[src/rtl/dram_idd_loop_gen.sv]
module dram_idd_loop_gen #(
  parameter int AW = 14,
  parameter int BW = 3,
  parameter int CW = 8
) (
  input  logic          clk,
  input  logic          rst_n,
  input  logic          start,
  input  logic          mode,
  input  logic [CW-1:0] t_rc,
  input  logic [CW-1:0] t_ras,
  input  logic [CW-1:0] t_rcd,
  input  logic [CW-1:0] t_cl,
  output logic          cs_n,
  output logic          ras_n,
  output logic          cas_n,
  output logic          we_n,
  output logic [AW-1:0] addr,
  output logic [BW-1:0] ba,
  output logic          loop_done,
  output logic [1:0]    bl_code
);
  localparam int LW = CW + 2;
  localparam logic [AW-1:0] ADDR_ONES = ~(AW'(1) << 10);
  localparam logic [LW-1:0] BURST_CLK = LW'(4);

  logic          run;
  logic          mode_q;
  logic [LW-1:0] len_q, ras_q, rcd_q, cnt;
  logic [AW-1:0] row_q;
  logic [LW-1:0] rd_end, len_d;
  logic          last, is_act, is_rd, is_pre;

  assign rd_end = {2'b00, t_rcd} + {2'b00, t_cl} + BURST_CLK;
  assign len_d  = (mode && rd_end > {2'b00, t_rc}) ? rd_end : {2'b00, t_rc};
  assign last   = run && (cnt == len_q - LW'(1));

  always_ff @(posedge clk) begin
    if (!rst_n) begin
      run <= 1'b0; mode_q <= 1'b0; cnt <= '0; row_q <= '0;
      len_q <= '0; ras_q <= '0; rcd_q <= '0;
    end else if (!run) begin
      if (start) begin
        run    <= 1'b1;
        cnt    <= '0;
        row_q  <= '0;
        mode_q <= mode;
        len_q  <= len_d;
        ras_q  <= {2'b00, t_ras};
        rcd_q  <= {2'b00, t_rcd};
      end
    end else if (last) begin
      cnt   <= '0;
      row_q <= row_q + AW'(1);
      run   <= start;
    end else begin
      cnt <= cnt + LW'(1);
    end
  end

  assign is_act = run && cnt == '0;
  assign is_rd  = run && mode_q && cnt == rcd_q;
  assign is_pre = run && cnt == ras_q;

  always_comb begin
    {cs_n, ras_n, cas_n, we_n} = 4'b1111;
    addr = '0;
    if (is_act) begin
      {cs_n, ras_n, cas_n, we_n} = 4'b0011;
      addr = row_q & ADDR_ONES;
    end else if (is_rd) begin
      {cs_n, ras_n, cas_n, we_n} = 4'b0101;
    end else if (is_pre) begin
      {cs_n, ras_n, cas_n, we_n} = 4'b0010;
    end else if (run) begin
      {ras_n, cas_n, we_n} = {3{cnt[0]}};
      addr = cnt[0] ? ADDR_ONES : '0;
    end
  end

  assign ba        = '0;
  assign loop_done = last;
  assign bl_code   = 2'b00;

  assert_reset_idle_R1: assert property (@(posedge clk)
    !rst_n |=> (cs_n && ras_n && cas_n && we_n && !loop_done && addr == '0));
  assert_restart_act_R9: assert property (@(posedge clk) disable iff (!rst_n)
    (loop_done && start) |=> (!cs_n && !ras_n && cas_n && we_n));
  assert_stop_idle_R9: assert property (@(posedge clk) disable iff (!rst_n)
    (loop_done && !start) |=> (cs_n && ras_n && cas_n && we_n && addr == '0));
  assert_gap_after_cmd_R13: assert property (@(posedge clk) disable iff (!rst_n)
    !cs_n |=> cs_n);
  assert_bank_a10_R7: assert property (@(posedge clk) disable iff (!rst_n)
    !cs_n |-> (ba == '0 && !addr[10]));
  assert_done_pulse_R8: assert property (@(posedge clk) disable iff (!rst_n)
    loop_done |=> !loop_done);
  assert_pre_in_loop_R3: assert property (@(posedge clk) disable iff (!rst_n)
    (!cs_n && !ras_n && !we_n) |-> (!loop_done && addr == '0));
endmodule

[config.mk]
export PLATFORM = sky130hd
export DESIGN_NAME = dram_idd_loop_gen
export DESIGN_NICKNAME = d
export VERILOG_FILES = /design/src/rtl/dram_idd_loop_gen.sv
export SDC_FILE = /design/constraint.sdc
export NUM_CORES = 1
export LEC_CHECK = 0
export BUFFER_PORTS_ARGS = -buffer_cell sky130_fd_sc_hd__buf_4
export CORE_ASPECT_RATIO = 1.2
export CORE_MARGIN = 2
export CORE_UTILIZATION = 34
export DETAILED_ROUTE_END_ITERATION = 8
export GPL_TIMING_DRIVEN = 0
export PLACE_DENSITY = 0.56
export REMOVE_ABC_BUFFERS = 1
export SETUP_SLACK_MARGIN = 0.1
export SYNTH_ARGS = -nofsm -noshare
export SYNTH_HDL_FRONTEND = slang
export SYNTH_SLANG_ARGS = --single-unit
[constraint.sdc]
create_clock -name clk -period 5.05 [get_ports clk]
set_clock_uncertainty 0.05 [all_clocks]
set_input_delay 1.01 -clock clk [delete_from_list [all_inputs] [get_ports clk]]
set_output_delay 1.01 -clock clk [all_outputs]
set_load 0.05 [all_outputs]
==> flow_summary.toml <==
[critical_path]
cp_max_fo = 7
r2r_end = "row_q[13]$_SDFFE_PN0P_"
critPathCaptureType = "flip-flop"
rr_worst_depth = 10
arrival_ps = 4620
cp.required_ps = 5120
critPathKind = "input port to flip-flop"
r2r_start = "len_q[0]$_SDFFE_PN0P_"
crit_path_start = "t_rcd[1]"
r2r_setup_slack_ps = 1820
start_kind = "input port"
worstSetupEndpoint = "len_q[6]$_SDFFE_PN0P_"

[min_path]
hp-start = "mode_q$_SDFFE_PN0P_"
hp-class = "flip-flop to flip-flop"

[cts]
cts_resized = 0
clk_pin_slew_ps = 70
holdBufCountCts = 0
cts_num_sinks = 52
clk_latency_ps = 290
htree_levels = 2
cts_buffers = 5
cts_buffer_depth = 2
cts_tree = "done"
cts-root-buf = "clkbuf_16"

[yosys]
ys_warn_count = 0
netlist_top_cells_count = "nand2_1, dfxtp_1, a21oi_1, ha_1, inv_1"
async_flop_share_pct = 0
netlist_instances = 470
yosysSeqAreaShare_pct = 27.4
synthFlopType = "dfxtp_1"
ys_types = 68
synth_top_area_share_pct = 27.4
synth_area_leaders = "dfxtp_1, ha_1, nand2_1"
ys_ff_latch = 52
synthesis.area_um2 = 3800
postSynthAreaPerCell_um2 = 8.08
synth-edff-count = 0
yosysTopAreaCell = "dfxtp_1"
synth.most_common_cell = "nand2_1"

[detailed_routing]
dr.pass1.iters = 4
drtIter0Drc = 102
via_per_inst = 5.38
routed_wl_um = 9390
ant_nets = 0
vias = 3435
drc = 0
post_drt_wl_per_cell_um = 14.7

[final_layout]
syn2layout_area_growth_pct = 15.3
fillers = 1145
drive_gt1_share_pct = 15.2
final_nets = 569
antenna_cells = 0
final_cell_area_um2 = 4380
regArea_um2 = 1040
multiInputGateArea_um2 = 2500

[pwr]
totalPowerFinal_mw = 1.15
p_leak_nw = 1.94
power_density_nw_per_um2 = 263
vdd_drop_max_v = 0.000119

[placed_design]
placed_area_um2 = 4220
dpl_worst_slack_ps = -18.8
portBuffers = 53
place_congestion = 0.775
hpwlAfterDp_um = 7110

[timing]
finalHoldViolCount = 0
maxSlewViolCount = 0
setup_slack_ps = 508
fin_crit_sh_pct = 89.9
finalSetupViolCount = 0
fin_crit_ps = 4540
tightest_slew_ps = 1160
fmax_mhz = 220
max_slew_margin_pct = 22.5
totalNegativeSetupSlack_ps = 0
rsz0062_at_grt = "false"

[die]
dieWidth_um = 101
ios = 60
start_util_pct = 34.6
rows = 42
core-area_um2 = 11000
dieArea_um2 = 12000
die-height_um = 120

[global_routing]
grt_pass1_vias = 3235
grt_overflow = 0
antenna_found_initial = 0
grt_max_degree = 29
grt.total_usage_pct = 16.0
grt_pass1_wl_um = 15800

[status]
outcome = "completed"

[run]
maxCapViolCount = 0
[routing by layer]
layer	wire length [um]	global-route usage, %
met4	111	4.11
met2	4620	27.9
met1	4340	20.6
met3	323	2.27
met5	0	0
[kinds of logic (layout without fill, tap and decap cells)]
family	Yosys count	in the layout	synth area share (%)
flops	52	52	27.4
simple gates	170	170	23.0
compound gates	120	120	23.0
mux	7	7	1.84
buf+inv	58	89	7.38
xor+xnor	34	34	7.84
fa+ha+maj	28	28	9.42
other cells	1	6	0.0987
[repair_timing]
| action | CTS | global route |
|---|---|---|
| hold endpoints to repair | 0 | 0 |
| buffers inserted | 0 | 1 |
| endpoints found under the setup margin | 0 | 8 |
[worst min path at each step]
| stage | end | cells past startpoint |
|---|---|---|
| floorplan | mode_q$_SDFFE_PN0P_ | 2 |
| global placement | mode_q$_SDFFE_PN0P_ | 2 |
| detailed placement | mode_q$_SDFFE_PN0P_ | 2 |
| CTS | mode_q$_SDFFE_PN0P_ | 2 |
| global route | ras_q[5]$_SDFFE_PN0P_ | 2 |
| finish | mode_q$_SDFFE_PN0P_ | 2 |
[per-stage QoR]
step                cells  hold WS [ps]  util [%]
floorplan             444           387         -
global placement      629           403      38.4
detailed placement    629           405      38.4
CTS                   637           415      39.7
global route          638           441      39.9
finish                638           413      39.9
[state kept, by name, indices dropped and copies added (netlist names)]
register	flops
len_q	10
run	1
mode_q	1
row_q	14
rcd_q	8
cnt	10
ras_q	8
[final cells by class]
type                    instances  share of cell area, %
multi-input cells             365                   57.0
flip-flops and latches         52                   23.8
repair buffers                 54                   9.54
well taps                     132                   3.77
clock buffers                   6                   2.94
inverters                      27                   2.60
clock inverters                 2                  0.371
[layout by cell type, fill, tap and decap left out, types with 8 or more instances in the layout]
cell type	count
o21ai_0	17
buf_4	53
nor2_1	24
nor3_1	9
dfxtp_1	52
and3_1	8
xor2_1	14
a21o_1	16
xnor2_1	20
a21oi_1	36
inv_1	25
nand3_1	24
ha_1	27
nand2_1	65
nand4_1	9
[worst max-delay path: stages]
cell	delay, ps
buf_4	120
ha_1	290
ha_1	230
fa_1	420
a21o_1	200
a221oi_1	410
xnor2_1	220
ha_1	310
a211o_1	270
a21oi_1	100
o21ai_0	90
o21a_1	230
o31ai_4	250
buf_12	170
mux2i_1	210
a21oi_1	90
[where the power goes]
group / total, mW / switching [mW] / internal [mW]
combinational: 0.363 / 0.212 / 0.151
sequential: 0.450 / 0.0237 / 0.426
clock: 0.337 / 0.152 / 0.185
total: 1.15 / 0.388 / 0.762
No activity file was read; power rests on OpenSTA's default activity.
